## src/rtl/ringvote_pkg.sv

```systemverilog
package ringvote_pkg;
  localparam int COPIES = 5;
  localparam int DIGW   = 3;
  localparam int CODEW  = 2 * DIGW;

  typedef logic [CODEW-1:0] code_t;

  // control -> datapath
  typedef struct packed {
    logic [COPIES-1:0] enables;
  } ctrl_t;

  // datapath -> control
  typedef struct packed {
    logic  fire;
    code_t code;
  } stat_t;

  function automatic code_t mkCode(input int hi, input int lo);
    logic [DIGW-1:0] h;
    logic [DIGW-1:0] l;
    h = DIGW'(hi);
    l = DIGW'(lo);
    return {h, l};
  endfunction
endpackage

```

## src/rtl/ringvote_lane.sv

```systemverilog
module ringvote_lane #(
  parameter int OPW  = 16,
  parameter int RESW = 32,
  parameter int BITPOS = 0
) (
  input  logic            clk,
  input  logic            rst,
  input  logic            load,
  input  logic [OPW-1:0]  opA,
  input  logic [OPW-1:0]  opB,
  input  logic [OPW-1:0]  sabGated,
  output logic [RESW-1:0] laneRes
);
  localparam int PRODW = 2 * OPW;
  localparam logic [OPW-1:0] LANE_MASK = OPW'(1) << BITPOS;

  logic [PRODW-1:0] prod;
  logic [OPW-1:0]   faultTerm;

  assign prod      = opA * opB;
  assign faultTerm = sabGated & LANE_MASK;

  always_ff @(posedge clk) begin
    if (rst) laneRes <= '0;
    else if (load) laneRes <= RESW'(prod) + RESW'(faultTerm);
  end
endmodule

```

## src/rtl/ringvote_datapath.sv

```systemverilog
module ringvote_datapath
  import ringvote_pkg::*;
#(
  parameter int OPW  = 16,
  parameter int RESW = 32
) (
  input  logic            clk,
  input  logic            rst,
  input  logic            inValid,
  input  logic [OPW-1:0]  opA,
  input  logic [OPW-1:0]  opB,
  input  logic [OPW-1:0]  sabWord,
  input  logic            injectEn,
  input  ctrl_t           ctrlIn,
  output stat_t           statOut,
  output logic            outValid,
  output logic [RESW-1:0] outResult,
  output code_t           outCode
);
  logic [OPW-1:0]  sabGated;
  logic [RESW-1:0] laneRes [COPIES];
  logic            s1Valid;
  logic [RESW-1:0] voteRes;
  code_t           voteCode;

  assign sabGated = injectEn ? sabWord : '0;

  genvar k;
  generate
    for (k = 0; k < COPIES; k++) begin : g_lane
      ringvote_lane #(
        .OPW(OPW), .RESW(RESW), .BITPOS(COPIES - 1 - k)
      ) u_lane (
        .clk(clk), .rst(rst), .load(inValid),
        .opA(opA), .opB(opB), .sabGated(sabGated),
        .laneRes(laneRes[k])
      );
    end
  endgenerate

  always_ff @(posedge clk) begin
    if (rst) s1Valid <= 1'b0;
    else     s1Valid <= inValid;
  end

  // ring voter: first enabled agreeing neighbour pair wins
  always_comb begin
    logic found;
    found    = 1'b0;
    voteRes  = laneRes[COPIES-1];
    voteCode = mkCode(COPIES, COPIES);
    for (int p = 0; p < COPIES; p++) begin
      if (!found && ctrlIn.enables[p] && ctrlIn.enables[(p + 1) % COPIES] &&
          (laneRes[p] == laneRes[(p + 1) % COPIES])) begin
        found    = 1'b1;
        voteRes  = laneRes[p];
        voteCode = mkCode(p + 1, ((p + 1) % COPIES) + 1);
      end
    end
  end

  assign statOut.fire = s1Valid;
  assign statOut.code = voteCode;

  always_ff @(posedge clk) begin
    if (rst) begin
      outValid  <= 1'b0;
      outResult <= '0;
      outCode   <= mkCode(COPIES, COPIES);
    end else begin
      outValid <= s1Valid;
      if (s1Valid) begin
        outResult <= voteRes;
        outCode   <= voteCode;
      end
    end
  end
endmodule

```

## src/rtl/ringvote_control.sv

```systemverilog
module ringvote_control
  import ringvote_pkg::*;
(
  input  logic  clk,
  input  logic  rst,
  input  stat_t statIn,
  output ctrl_t ctrlOut
);
  localparam logic [COPIES-1:0] RESET_EN = COPIES'(7);

  logic [COPIES-1:0] enReg;
  code_t             prevCode;

  always_ff @(posedge clk) begin
    if (rst) begin
      enReg    <= RESET_EN;
      prevCode <= mkCode(COPIES, COPIES);
    end else if (statIn.fire) begin
      if (statIn.code != prevCode)
        enReg <= {enReg[COPIES-2:0], enReg[COPIES-1]};
      prevCode <= statIn.code;
    end
  end

  assign ctrlOut.enables = enReg;
endmodule

```

## src/rtl/ringvote_top.sv

```systemverilog
module ringvote_top
  import ringvote_pkg::*;
#(
  parameter int OPW  = 16,
  parameter int RESW = 32
) (
  input  logic            clk,
  input  logic            rst,
  input  logic            inValid,
  input  logic [OPW-1:0]  opA,
  input  logic [OPW-1:0]  opB,
  input  logic [OPW-1:0]  sabWord,
  input  logic            injectEn,
  output logic            outValid,
  output logic [RESW-1:0] outResult,
  output logic [CODEW-1:0] outCode
);
  ctrl_t ctrlBus;
  stat_t statBus;

  ringvote_datapath #(.OPW(OPW), .RESW(RESW)) u_dp (
    .clk(clk), .rst(rst), .inValid(inValid),
    .opA(opA), .opB(opB), .sabWord(sabWord), .injectEn(injectEn),
    .ctrlIn(ctrlBus), .statOut(statBus),
    .outValid(outValid), .outResult(outResult), .outCode(outCode)
  );

  ringvote_control u_ctl (
    .clk(clk), .rst(rst), .statIn(statBus), .ctrlOut(ctrlBus)
  );
endmodule

```

## config.mk

```make
export PLATFORM = sky130hd
export DESIGN_NAME = ringvote_top
export DESIGN_NICKNAME = d
export VERILOG_FILES = /design/src/rtl/ringvote_pkg.sv /design/src/rtl/ringvote_lane.sv /design/src/rtl/ringvote_datapath.sv /design/src/rtl/ringvote_control.sv /design/src/rtl/ringvote_top.sv
export SDC_FILE = /design/constraint.sdc
export NUM_CORES = 1
export LEC_CHECK = 0
export ABC_AREA = 1
export BUFFER_PORTS_ARGS = -buffer_cell sky130_fd_sc_hd__buf_2
export CORE_ASPECT_RATIO = 1.1
export CORE_UTILIZATION = 25
export CTS_BUF_LIST = sky130_fd_sc_hd__clkbuf_8
export DETAILED_ROUTE_END_ITERATION = 12
export PLACE_DENSITY = 0.45
export SYNTH_ARGS = -nofsm -noshare
export SYNTH_HDL_FRONTEND = slang
export SYNTH_SLANG_ARGS = --single-unit
```

## constraint.sdc

```tcl
create_clock -name clk -period 6.5 [get_ports clk]
set_input_delay 0.65 -clock clk [delete_from_list [all_inputs] [get_ports clk]]
set_output_delay 0.65 -clock clk [all_outputs]
set_load 0.1 [all_outputs]
```

==> results of run 1 <==
-- layout by cell type (no fill, tap or decap), types with 4 or more instances in the layout --
cell      instances
nand2_1        1101
inv_1           777
buf_4           283
a21oi_1         208
nor2_1          202
dfxtp_1         198
fa_1            194
o21ai_0         179
nand3_1         160
ha_1            104
xor2_1           77
buf_2            75
nand4_1          50
o221ai_1         38
nand2_2          37
nor2_2           26
xnor2_1          26
o21ai_1          21
nor2_4           19
buf_12           18
inv_2            17
clkbuf_8         17
a21oi_2          11
nor3_1           11
o211ai_1          7
ha_4              7
nand3_2           6
xor2_4            4
clkinv_1          4
clkinv_4          4
inv_6             4
inv_8             4
-- layer usage --
layer,part of all wire [%],vias to the layer above
met5,0,-
met4,3.7,0
met3,3.3,102
met2,49,499
met1,44,10800
li1,-,11600
-- Yosys cell counts (50+ instances only) --
cell type | number | area (um^2)
nand2_1 | 1123 | 4220
a21oi_1 | 218 | 1090
clkbuf_1 | 137 | 514
nor2_1 | 221 | 830
inv_1 | 780 | 2930
nand4_1 | 50 | 313
o21ai_0 | 186 | 931
ha_1 | 114 | 1430
dfxtp_1 | 199 | 3980
xor2_1 | 77 | 674
fa_1 | 194 | 3880
nand3_1 | 164 | 821
-- state kept, by name, indices dropped and copies added (netlist names) --
signal / flops
u_ctl.ctrlOut: 5
u_dp.outValid: 1
u_dp.outCode: 6
u_dp.outResult: 32
u_dp.s1Valid: 1
u_dp.g_lane.u_lane.laneRes: 154
-- through the flow --
| step | std cells | cell area [um^2] |
|---|---|---|
| after CTS | 5102 | 27300 |
| after detailed placement | 5070 | 26900 |
| final | 5114 | 27700 |
| after global placement | 5070 | 26900 |
| after global routing | 5113 | 27700 |
| after floorplan | 3664 | 23200 |
-- how the worst max path moves through the flow --
stage                                                   end  slack (ns)  cells after the start
after floorplan           u_dp.g_lane[2].u_lane.laneRes[28]       0.002                     32
after global placement    u_dp.g_lane[0].u_lane.laneRes[24]       -0.50                     30
after detailed placement  u_dp.g_lane[0].u_lane.laneRes[24]       -0.59                     30
after CTS                 u_dp.g_lane[0].u_lane.laneRes[24]        0.01                     30
after global routing      u_dp.g_lane[3].u_lane.laneRes[30]       -0.03                     32
final                     u_dp.g_lane[3].u_lane.laneRes[31]        0.22                     32
-- kinds of logic after synthesis --
kind of cell,Yosys count,share of synthesized area (%)
and+or+nand+nor,1628,28.8
buffers and inverters,944,15.4
AOI/OAI and AO/OA,476,11.1
adders and majority gates,308,22.9
DFF,199,17.2
xor gates and xnor gates,109,4.56
-- worst min-delay path: stages, from the launching register on --
cell and delay, ns:
dfxtp_1 0.32, nand2_1 0.06, a21oi_1 0.05
-- area by class of cell --
type                    instances  area share (%)
flip-flops and latches        199            14.4
clock inverters                15           0.487
inverters                     799            10.8
diodes                          1         0.00902
clock buffers                  17           0.843
multi-input cells            2522            57.7
well taps                    1180            5.32
repair buffers                381            10.5
-- what timing repair did --
item | CTS | global route
endpoints found under the setup margin | 0 | 84
resized for setup | 0 | 96
setup buffers | 0 | 10
hold buffers | 0 | 0
==> report_table.html, run 1 <==
<table>
<tr><th>Metric</th><th>Value</th></tr>
<tr><th colspan="2">Synthesis</th></tr>
<tr><td>Number of instances in the synthesized netlist</td><td>3664</td></tr>
<tr><td>Unique cell type count in the Yosys netlist</td><td>46</td></tr>
<tr><td>Async SR Flop Fraction</td><td>0%</td></tr>
<tr><td>Number of flip-flops and latches in the synthesized netlist</td><td>199</td></tr>
<tr><td>Synthesized area divided by synthesized cell count</td><td>6.33 um^2</td></tr>
<tr><td>Synthesized cell area</td><td>0.0232 mm^2</td></tr>
<tr><td>Post-synth EDFFs</td><td>0</td></tr>
<tr><td>Primary FF master, synth</td><td>dfxtp_1</td></tr>
<tr><td>Net count of the mapped netlist</td><td>4024</td></tr>
<tr><td>Part of the Yosys area used for sequential elements</td><td>17.2%</td></tr>
<tr><td>YS warnings</td><td>0</td></tr>
<tr><th colspan="2">Timing</th></tr>
<tr><td>Final count of hold timing violations</td><td>0</td></tr>
<tr><td>Highest achievable clock rate</td><td>159 MHz</td></tr>
<tr><td>Worst relative slew slack</td><td>26.8%</td></tr>
<tr><td>Post-route clock skew</td><td>0.0184 ns</td></tr>
<tr><td>Share of the cycle needed by the critical path after routing</td><td>96.6%</td></tr>
<tr><td>Min setup slack post-route</td><td>0.218 ns</td></tr>
<tr><td>Final setup violation count</td><td>0</td></tr>
<tr><td>Slew at the pin closest to its max-slew limit</td><td>1.10 ns</td></tr>
<tr><td>Unrepaired setup endpoints after global routing</td><td>yes</td></tr>
<tr><td>Post-Route Setup TNS</td><td>0 ns</td></tr>
<tr><td>Max-slew violation count</td><td>0</td></tr>
<tr><td>Fin Hold WS</td><td>0.470 ns</td></tr>
<tr><td>Period minus WS final</td><td>6.28 ns</td></tr>
<tr><th colspan="2">Final layout</th></tr>
<tr><td>Final net count</td><td>4280</td></tr>
<tr><td>Storage cell area</td><td>0.00399 mm^2</td></tr>
<tr><td>Area delta synth-&gt;final</td><td>19.7%</td></tr>
<tr><td>Share of cells above drive strength 1</td><td>14.3%</td></tr>
<tr><td>Fill cells</td><td>10300</td></tr>
<tr><td>Multi-input logic area</td><td>0.0160 mm^2</td></tr>
<tr><td>Final core utilization</td><td>30.3%</td></tr>
<tr><th colspan="2">Min path</th></tr>
<tr><td>Worst Hold Class</td><td>register to register</td></tr>
<tr><td>Hold path startpoint</td><td>u_dp.outResult[9]</td></tr>
<tr><td>Cell depth of the worst min-delay path</td><td>2</td></tr>
<tr><td>Worst Hold Endpoint</td><td>u_dp.outResult[9]</td></tr>
<tr><th colspan="2">Placed design</th></tr>
<tr><td>Detailed placement HPWL</td><td>76100 um</td></tr>
<tr><td>I/O Buffers</td><td>79</td></tr>
<tr><td>Gp weighted congestion</td><td>0.958</td></tr>
<tr><td>Worst slack at placement</td><td>-0.586 ns</td></tr>
<tr><th colspan="2">Clocking</th></tr>
<tr><td>CTS HTree Levels</td><td>4</td></tr>
<tr><td>Clock root buffer master</td><td>clkbuf_8</td></tr>
<tr><td>TritonCTS clock tree</td><td>yes</td></tr>
<tr><td>Clock Latency Late Sink</td><td>0.53 ns</td></tr>
<tr><td>Count of clock tree sinks</td><td>199</td></tr>
<tr><td>Post-CTS clock slew at the launch and capture registers of the worst setup and hold paths</td><td>0.11 ns</td></tr>
<tr><td>TritonCTS buffer count</td><td>17</td></tr>
<tr><td>Number of buffers on the longest clock path</td><td>2</td></tr>
<tr><th colspan="2">Setup path</th></tr>
<tr><td>Largest delay contributor family on the critical path</td><td>adder cells</td></tr>
<tr><td>CP startpoint kind</td><td>input port</td></tr>
<tr><td>Worst Path Buf+Inv</td><td>11</td></tr>
<tr><td>Crit-path max cell delay</td><td>0.54 ns</td></tr>
<tr><td>Critical path arrival</td><td>6.71 ns</td></tr>
<tr><td>Crit Path Max Fanout</td><td>10</td></tr>
<tr><td>Worst R2R End</td><td>u_dp.outResult[19]</td></tr>
<tr><td>Critical path required time</td><td>6.93 ns</td></tr>
<tr><td>R2R depth</td><td>16</td></tr>
<tr><td>Reg-to-reg slack, setup</td><td>2.33 ns</td></tr>
<tr><td>Critical path startpoint</td><td>opB[6]</td></tr>
<tr><td>Reg-to-reg startpoint</td><td>u_dp.g_lane[1].u_lane.laneRes[9]</td></tr>
<tr><td>Critical path capture point type</td><td>register</td></tr>
<tr><td>Slowest cell on the critical path</td><td>fa_1</td></tr>
<tr><td>Class of the most critical setup path</td><td>input port to register</td></tr>
<tr><th colspan="2">Detailed routing</th></tr>
<tr><td>Number of vias per cell</td><td>4.51</td></tr>
<tr><td>Post-route ant nets</td><td>0</td></tr>
<tr><td>DRC Markers</td><td>0</td></tr>
<tr><td>Number of iterations in the first detailed-routing pass</td><td>6</td></tr>
<tr><td>Routed wire length</td><td>90400 um</td></tr>
<tr><td>Routed vias</td><td>23100</td></tr>
<tr><td>Initial drt markers</td><td>1627</td></tr>
<tr><td>WL/cell</td><td>17.7 um</td></tr>
<tr><th colspan="2">Global routing</th></tr>
<tr><td>Global-route wire length before repair</td><td>138000 um</td></tr>
<tr><td>Maximum number of pins on one net before global-route repair</td><td>87</td></tr>
<tr><td>Total overflow reported by the global router</td><td>0</td></tr>
<tr><td>Routing usage on met1</td><td>24.3%</td></tr>
<tr><td>Met3 Use GR</td><td>1.40%</td></tr>
<tr><td>Global routing met2 resource utilization</td><td>34.8%</td></tr>
<tr><td>GR peak layer</td><td>met2</td></tr>
<tr><td>Number of global-route vias before repair</td><td>22700</td></tr>
<tr><td>Number of antenna violations at the first check in global routing</td><td>0</td></tr>
<tr><td>GR Util All Layers</td><td>19.4%</td></tr>
<tr><th colspan="2">Run</th></tr>
<tr><td>Max Cap Viol</td><td>0</td></tr>
<tr><th colspan="2">Floorplanning</th></tr>
<tr><td>Count of boundary I/O pins</td><td>91</td></tr>
<tr><td>Core Rows</td><td>116</td></tr>
<tr><td>Area of the die</td><td>0.0939 mm^2</td></tr>
<tr><td>Floorplan Core Area</td><td>0.0914 mm^2</td></tr>
<tr><td>X dimension of the die</td><td>292 um</td></tr>
<tr><td>Starting Density</td><td>25.3%</td></tr>
<tr><td>Height of the chip</td><td>321 um</td></tr>
<tr><th colspan="2">Status</th></tr>
<tr><td>Result of the run</td><td>complete, no violations</td></tr>
</table>
Power of run 1 is left out: the tool's default activity adds up to more than one toggle a clock period on the data nets, which glitch-free logic cannot reach.
==> run 2: changes to the inputs <==
Settings changed: REMOVE_ABC_BUFFERS from default to 1.
==> report_table.html, run 2 (same netlist as run 1, synthesis figures left out) <==
<table>
<tr><th>Metric</th><th>Value</th></tr>
<tr><th colspan="2">Status</th></tr>
<tr><td>Result of the run</td><td>complete, no violations</td></tr>
<tr><th colspan="2">Floorplanning</th></tr>
<tr><td>Starting Density</td><td>25.3% (unchanged)</td></tr>
<tr><td>Count of boundary I/O pins</td><td>91 (unchanged)</td></tr>
<tr><td>X dimension of the die</td><td>292 um (unchanged)</td></tr>
<tr><td>Core Rows</td><td>116 (unchanged)</td></tr>
<tr><td>Area of the die</td><td>0.0939 mm^2 (unchanged)</td></tr>
<tr><td>Height of the chip</td><td>321 um (unchanged)</td></tr>
<tr><td>Floorplan Core Area</td><td>0.0914 mm^2 (unchanged)</td></tr>
<tr><th colspan="2">Timing</th></tr>
<tr><td>Min setup slack post-route</td><td>0.334 ns (+0.116 ns)</td></tr>
<tr><td>Highest achievable clock rate</td><td>162 MHz (+1.9%)</td></tr>
<tr><td>Share of the cycle needed by the critical path after routing</td><td>94.9% (-1.8 points)</td></tr>
<tr><td>Final count of hold timing violations</td><td>0 (unchanged)</td></tr>
<tr><td>Post-route clock skew</td><td>0.0206 ns (+0.00219 ns)</td></tr>
<tr><td>Slew at the pin closest to its max-slew limit</td><td>0.973 ns (-0.125 ns)</td></tr>
<tr><td>Period minus WS final</td><td>6.17 ns (-0.116 ns)</td></tr>
<tr><td>Final setup violation count</td><td>0 (unchanged)</td></tr>
<tr><td>Worst relative slew slack</td><td>35.1% (+8.4 points)</td></tr>
<tr><td>Max-slew violation count</td><td>0 (unchanged)</td></tr>
<tr><td>Post-Route Setup TNS</td><td>0 ns (unchanged)</td></tr>
<tr><th colspan="2">Final layout</th></tr>
<tr><td>Share of cells above drive strength 1</td><td>14.0% (-0.27 points)</td></tr>
<tr><td>Flip-flop count of the largest register after layout</td><td>154 (unchanged)</td></tr>
<tr><td>Largest regs</td><td>u_dp.g_lane.u_lane.laneRes (154), u_dp.outResult (32), u_dp.outCode (6)</td></tr>
<tr><td>Post-layout instance count excluding filler cells</td><td>5103 (-0.22%)</td></tr>
<tr><td>Area delta synth-&gt;final</td><td>18.9%</td></tr>
<tr><td>Final core utilization</td><td>30.1% (-0.20 points)</td></tr>
<tr><td>Most flop-heavy register</td><td>u_dp.g_lane.u_lane.laneRes</td></tr>
<tr><td>Commonest cells after routing, fill and taps aside</td><td>1105 x nand2_1, 780 x inv_1, 283 x buf_4</td></tr>
<tr><td>Most frequent standard cell in the layout excluding fill and tap cells</td><td>nand2_1</td></tr>
<tr><td>Final net count</td><td>4269 (-0.26%)</td></tr>
<tr><td>Fill cells</td><td>10300 (-0.097%)</td></tr>
<tr><th colspan="2">Detailed routing</th></tr>
<tr><td>Routed wire length</td><td>89600 um (-0.84%)</td></tr>
<tr><td>Number of iterations in the first detailed-routing pass</td><td>6 (unchanged)</td></tr>
<tr><td>WL/cell</td><td>17.6 um (-0.63%)</td></tr>
<tr><td>Post-route ant nets</td><td>0 (unchanged)</td></tr>
<tr><td>DRC Markers</td><td>0 (unchanged)</td></tr>
<tr><td>Routed vias</td><td>22900 (-0.81%)</td></tr>
<tr><td>Number of vias per cell</td><td>4.48 (-0.60%)</td></tr>
<tr><td>Initial drt markers</td><td>1517 (-6.8%)</td></tr>
<tr><th colspan="2">Setup path</th></tr>
<tr><td>Largest delay contributor family on the critical path</td><td>adder cells</td></tr>
<tr><td>Critical path required time</td><td>6.95 ns (+0.02 ns)</td></tr>
<tr><td>Class of the most critical setup path</td><td>input port to register</td></tr>
<tr><td>CP dominant cell by count</td><td>inv_1</td></tr>
<tr><td>Worst Path Buf+Inv</td><td>13 (+2)</td></tr>
<tr><td>Slowest cell on the critical path</td><td>fa_1</td></tr>
<tr><td>Critical path capture point type</td><td>register</td></tr>
<tr><td>Crit-path max cell delay</td><td>0.53 ns (about the same)</td></tr>
<tr><td>Critical path arrival</td><td>6.62 ns (-0.09 ns)</td></tr>
<tr><td>CP startpoint kind</td><td>input port</td></tr>
<tr><td>Crit Path Max Fanout</td><td>11 (+1)</td></tr>
<tr><th colspan="2">Placed design</th></tr>
<tr><td>Total placed cells including tap cells</td><td>5065 (-0.099%)</td></tr>
<tr><td>Gp weighted congestion</td><td>0.951 (-0.75%)</td></tr>
<tr><td>Worst slack at placement</td><td>-0.454 ns (+0.132 ns)</td></tr>
<tr><td>I/O Buffers</td><td>79 (unchanged)</td></tr>
<tr><td>Detailed placement HPWL</td><td>73600 um (-3.3%)</td></tr>
<tr><th colspan="2">Clocking</th></tr>
<tr><td>TritonCTS buffer count</td><td>17 (unchanged)</td></tr>
<tr><td>Count of clock tree sinks</td><td>199 (unchanged)</td></tr>
<tr><td>Post-CTS clock slew at the launch and capture registers of the worst setup and hold paths</td><td>0.12 ns (about the same)</td></tr>
<tr><td>CTS HTree Levels</td><td>4 (unchanged)</td></tr>
<tr><td>Clock root buffer master</td><td>clkbuf_8</td></tr>
<tr><td>Number of buffers on the longest clock path</td><td>2 (unchanged)</td></tr>
<tr><td>Clock Latency Late Sink</td><td>0.54 ns (about the same)</td></tr>
<tr><td>Hold buffers post-CTS</td><td>0 (unchanged)</td></tr>
<tr><td>TritonCTS clock tree</td><td>yes</td></tr>
<tr><th colspan="2">Global routing</th></tr>
<tr><td>Number of antenna violations at the first check in global routing</td><td>1 (+1)</td></tr>
<tr><td>GR Util All Layers</td><td>19.1% (-0.26 points)</td></tr>
<tr><td>Total overflow reported by the global router</td><td>0 (unchanged)</td></tr>
<tr><td>Number of global-route vias before repair</td><td>22400 (-1.3%)</td></tr>
<tr><td>Global-route wire length before repair</td><td>136000 um (-1.3%)</td></tr>
<tr><td>Maximum number of pins on one net before global-route repair</td><td>97 (+11%)</td></tr>
<tr><th colspan="2">Min path</th></tr>
<tr><td>Worst Hold Class</td><td>register to register</td></tr>
<tr><th colspan="2">Run</th></tr>
<tr><td>Max Cap Viol</td><td>0 (unchanged)</td></tr>
</table>
-- run 2: per-stage QoR --
step                hold slack [ns]  area (um^2)
finish                        0.467        27600
global route                  0.488        27600
CTS                           0.470        27200
detailed placement            0.452        26700
global placement              0.449        26700
floorplan                     0.473        22600
-- run 2: cell type report --
| class | count | area [um^2] | share of cell area, % |
|---|---|---|---|
| Clock buffer | 18 | 248 | 0.899 |
| Inverter | 799 | 3000 | 10.9 |
| Antenna cell | 1 | 2.50 | 0.00908 |
| Multi-Input combinational cell | 2524 | 16000 | 57.9 |
| Timing Repair Buffer | 368 | 2700 | 9.78 |
| Sequential cell | 199 | 3990 | 14.5 |
| Clock inverter | 14 | 181 | 0.658 |
| Tap cell | 1180 | 1480 | 5.36 |
-- run 2: timing repair --
action,CTS,global route
gates resized for setup,0,100
setup buffers,0,2
endpoints found under the setup margin,0,84
-- run 2: path summary, 6_finish.rpt --
| check | start | to | slack [ns] | cells past startpoint |
|---|---|---|---|---|
| worst min-delay path | u_dp.outResult[15] | u_dp.outResult[15] | 0.47 | 2 |
| worst max-delay path | opB[6] | u_dp.g_lane[1].u_lane.laneRes[24] | 0.33 | 33 |
| worst max register to register | u_dp.g_lane[1].u_lane.laneRes[9] | u_ctl.ctrlOut[2] | 2.93 | 18 |
| worst min register to register | u_dp.outResult[15] | u_dp.outResult[15] | 0.47 | 2 |
-- run 2: metal layers --
layer | up-vias | track usage [%] | share of wire [%]
met1 | 10600 | 24.5 | 44
met2 | 538 | 33.3 | 48
met5 | - | 0 | 0
li1 | 11600 | - | -
met4 | 0 | 7.73 | 4.3
met3 | 114 | 1.24 | 3.5
-- run 2: worst reg2reg max path, delay by kind of cell, from the launching register on --
family | cells | cell delay (ns)
buf+inv | 3 | 0.75
flops | 1 | 0.50
simple gates | 15 | 2.17
Power of run 2 is left out for the same reason.
==> run 3: changes to the inputs <==
Settings changed: BUFFER_PORTS_ARGS -buffer_cell sky130_fd_sc_hd__buf_2 to -buffer_cell sky130_fd_sc_hd__buf_4, SYNTH_HIERARCHICAL from default to 1.
==> report_table.html, run 3 <==
<table>
<tr><th>Metric</th><th>Value</th></tr>
<tr><th colspan="2">Detailed routing</th></tr>
<tr><td>Post-route ant nets</td><td>0 (unchanged)</td></tr>
<tr><td>Number of vias per cell</td><td>4.38 (-2.2%)</td></tr>
<tr><td>Initial drt markers</td><td>3103 (+100%)</td></tr>
<tr><td>Routed wire length</td><td>237000 um (+160%)</td></tr>
<tr><td>WL/cell</td><td>19.5 um (+11%)</td></tr>
<tr><td>DRC Markers</td><td>0 (unchanged)</td></tr>
<tr><td>Number of iterations in the first detailed-routing pass</td><td>5 (-1)</td></tr>
<tr><td>Routed vias</td><td>53400 (+130%)</td></tr>
<tr><th colspan="2">Final layout</th></tr>
<tr><td>Flip-flop count of the largest register after layout</td><td>160 (+3.9%)</td></tr>
<tr><td>Area delta synth-&gt;final</td><td>10.2%</td></tr>
<tr><td>Fill cells</td><td>26900 (+160%)</td></tr>
<tr><td>Commonest cells after routing, fill and taps aside</td><td>2804 x nand2_1, 2594 x inv_1, 974 x fa_1</td></tr>
<tr><td>Share of cells above drive strength 1</td><td>5.57% (-8.4 points)</td></tr>
<tr><td>Largest regs</td><td>u_dp/g_lane.u_lane/laneRes (160), u_dp/outResult (32)</td></tr>
<tr><td>Multi-input logic area</td><td>0.0449 mm^2 (+180%)</td></tr>
<tr><td>Most frequent standard cell in the layout excluding fill and tap cells</td><td>nand2_1</td></tr>
<tr><td>Final net count</td><td>10600 (+150%)</td></tr>
<tr><td>Final instance area</td><td>0.0668 mm^2 (+140%)</td></tr>
<tr><td>Storage cell area</td><td>0.00423 mm^2 (+6.0%)</td></tr>
<tr><td>Most flop-heavy register</td><td>u_dp/g_lane.u_lane/laneRes</td></tr>
<tr><th colspan="2">Clocking</th></tr>
<tr><td>TritonCTS buffer count</td><td>42 (+25)</td></tr>
<tr><td>Number of setup buffers added after CTS</td><td>0 (unchanged)</td></tr>
<tr><td>Hold buffers post-CTS</td><td>0 (unchanged)</td></tr>
<tr><td>Count of clock tree sinks</td><td>211 (+6.0%)</td></tr>
<tr><td>Post-cts sizing count</td><td>0 (unchanged)</td></tr>
<tr><td>TritonCTS clock tree</td><td>yes</td></tr>
<tr><td>Number of buffers on the longest clock path</td><td>3 (+1)</td></tr>
<tr><td>CTS HTree Levels</td><td>2 (-2)</td></tr>
<tr><td>Post-CTS clock slew at the launch and capture registers of the worst setup and hold paths</td><td>0.06 ns (-0.06 ns)</td></tr>
<tr><td>Clock root buffer master</td><td>clkbuf_8</td></tr>
<tr><td>Clock Latency Late Sink</td><td>0.64 ns (+0.10 ns)</td></tr>
<tr><th colspan="2">Global routing</th></tr>
<tr><td>Number of global-route vias before repair</td><td>57000 (+150%)</td></tr>
<tr><td>Global-route wire length before repair</td><td>360000 um (+160%)</td></tr>
<tr><td>Met3 Use GR</td><td>0.943% (-0.30 points)</td></tr>
<tr><td>Routing usage on met1</td><td>24.3% (-0.18 points)</td></tr>
<tr><td>Global routing met2 resource utilization</td><td>36.2% (+2.9 points)</td></tr>
<tr><td>GR Util All Layers</td><td>19.6% (+0.51 points)</td></tr>
<tr><td>Maximum number of pins on one net before global-route repair</td><td>98 (+1.0%)</td></tr>
<tr><td>GR peak layer</td><td>met2</td></tr>
<tr><td>Number of antenna violations at the first check in global routing</td><td>9 (+8)</td></tr>
<tr><td>Total overflow reported by the global router</td><td>0 (unchanged)</td></tr>
<tr><th colspan="2">Setup path</th></tr>
<tr><td>CP startpoint kind</td><td>input port</td></tr>
<tr><td>Critical path required time</td><td>7.00 ns (+0.05 ns)</td></tr>
<tr><td>Reg-to-reg slack, setup</td><td>2.25 ns (-0.68 ns)</td></tr>
<tr><td>Worst R2R End</td><td>u_ctl/ctrlOut[3]</td></tr>
<tr><td>Crit-path max cell delay</td><td>0.56 ns (+0.03 ns)</td></tr>
<tr><td>Class of the most critical setup path</td><td>input port to register</td></tr>
<tr><td>Critical path arrival</td><td>6.27 ns (-0.35 ns)</td></tr>
<tr><td>Critical path capture point type</td><td>register</td></tr>
<tr><td>CP dominant cell by count</td><td>nand2_1</td></tr>
<tr><td>Slowest cell on the critical path</td><td>fa_1</td></tr>
<tr><td>R2R depth</td><td>17 (-1)</td></tr>
<tr><td>Reg-to-reg startpoint</td><td>u_dp/g_lane[1].u_lane/laneRes[13]</td></tr>
<tr><td>Crit Path Max Fanout</td><td>24 (+13)</td></tr>
<tr><th colspan="2">Synthesis</th></tr>
<tr><td>Number of instances in the synthesized netlist</td><td>9072 (+150%)</td></tr>
<tr><td>Synthesized cell area</td><td>0.0606 mm^2 (+160%)</td></tr>
<tr><td>YS warnings</td><td>6 (+6)</td></tr>
<tr><td>Synthesized area divided by synthesized cell count</td><td>6.68 um^2 (+5.5%)</td></tr>
<tr><th colspan="2">Timing</th></tr>
<tr><td>Period minus WS final</td><td>5.77 ns (-0.392 ns)</td></tr>
<tr><td>Final setup violation count</td><td>0 (unchanged)</td></tr>
<tr><td>Highest achievable clock rate</td><td>173 MHz (+6.8%)</td></tr>
<tr><td>Final count of hold timing violations</td><td>0 (unchanged)</td></tr>
<tr><td>Unrepaired setup endpoints after global routing</td><td>no</td></tr>
<tr><td>Slew at the pin closest to its max-slew limit</td><td>0.974 ns (+0.000809 ns)</td></tr>
<tr><td>Max-slew violation count</td><td>0 (unchanged)</td></tr>
<tr><td>Post-route clock skew</td><td>0.0582 ns (+0.0376 ns)</td></tr>
<tr><td>Share of the cycle needed by the critical path after routing</td><td>88.8% (-6.0 points)</td></tr>
<tr><td>Post-Route Setup TNS</td><td>0 ns (unchanged)</td></tr>
<tr><td>Worst relative slew slack</td><td>34.9% (-0.21 points)</td></tr>
<tr><th colspan="2">Min path</th></tr>
<tr><td>Cell depth of the worst min-delay path</td><td>3 (+1)</td></tr>
<tr><td>Worst Hold Endpoint</td><td>u_dp/s1Valid</td></tr>
<tr><td>Hold path startpoint</td><td>inValid</td></tr>
<tr><td>Worst Hold Class</td><td>input port to register</td></tr>
<tr><th colspan="2">Floorplanning</th></tr>
<tr><td>Area of the die</td><td>0.244 mm^2 (+160%)</td></tr>
<tr><td>Core Rows</td><td>189 (+63%)</td></tr>
<tr><td>Starting Density</td><td>25.1% (-0.22 points)</td></tr>
<tr><td>Count of boundary I/O pins</td><td>91 (unchanged)</td></tr>
<tr><td>Height of the chip</td><td>518 um (+61%)</td></tr>
<tr><td>Floorplan Core Area</td><td>0.241 mm^2 (+160%)</td></tr>
<tr><td>X dimension of the die</td><td>471 um (+61%)</td></tr>
<tr><th colspan="2">Status</th></tr>
<tr><td>Result of the run</td><td>complete, no violations</td></tr>
<tr><th colspan="2">Placed design</th></tr>
<tr><td>Detailed placement HPWL</td><td>197000 um (+170%)</td></tr>
<tr><td>I/O Buffers</td><td>79 (unchanged)</td></tr>
<tr><td>Total cell area at the placement stage</td><td>0.0658 mm^2 (+150%)</td></tr>
<tr><td>Gp weighted congestion</td><td>0.939 (-1.3%)</td></tr>
<tr><th colspan="2">Run</th></tr>
<tr><td>Max Cap Viol</td><td>0 (unchanged)</td></tr>
</table>
run 3: per-stage QoR:
step	util (%)	std cells	worst slack [ns]	hold WS [ns]
2_1_floorplan	-	8664	1.33	0.442
3_3_place_gp	27.3	12100	0.0604	0.451
3_5_place_dp	27.3	12100	0.0639	0.454
4_1_cts	27.7	12200	0.717	0.354
5_1_grt	27.7	12200	0.415	0.405
6_report	27.7	12200	0.726	0.377
run 3: metal layers:
| metal | part of all wire, % | vias up |
|---|---|---|
| li1 | - | 25700 |
| met1 | 42 | 26400 |
| met2 | 51 | 1101 |
| met3 | 3.1 | 277 |
| met4 | 3.5 | 0 |
| met5 | 0 | - |
run 3: layout make-up:
type                            count  area share [%]
Timing Repair Buffer              307            4.55
Antenna cell                        2         0.00750
Sequential cell                   211            6.33
Clock inverter                     21           0.302
Clock buffer                       52            1.07
Multi-Input combinational cell   5853            67.2
Tap cell                         3151            5.91
Inverter                         2600            14.6
run 3: critical path: cells and delay by family:
| family | cells | cell delay (ns) |
|---|---|---|
| AND/OR/NAND/NOR | 11 | 1.09 |
| adder cells (fa/ha/maj) | 7 | 3.31 |
| buffers and inverters | 8 | 1.12 |
run 3: worst max path at each step:
stage | from | endpoint | slack [ns] | cells past startpoint
6_report | opB[6] | u_dp/g_lane[2].u_lane/laneRes[30] | 0.73 | 26
5_1_grt | opA[5] | u_dp/g_lane[1].u_lane/laneRes[30] | 0.41 | 22
4_1_cts | opA[5] | u_dp/g_lane[1].u_lane/laneRes[26] | 0.72 | 22
3_5_place_dp | opA[5] | u_dp/g_lane[1].u_lane/laneRes[26] | 0.06 | 22
3_3_place_gp | opA[5] | u_dp/g_lane[1].u_lane/laneRes[26] | 0.06 | 22
2_1_floorplan | opB[4] | u_dp/g_lane[0].u_lane/laneRes[15] | 1.33 | 21
Power of run 3 is left out for the same reason.
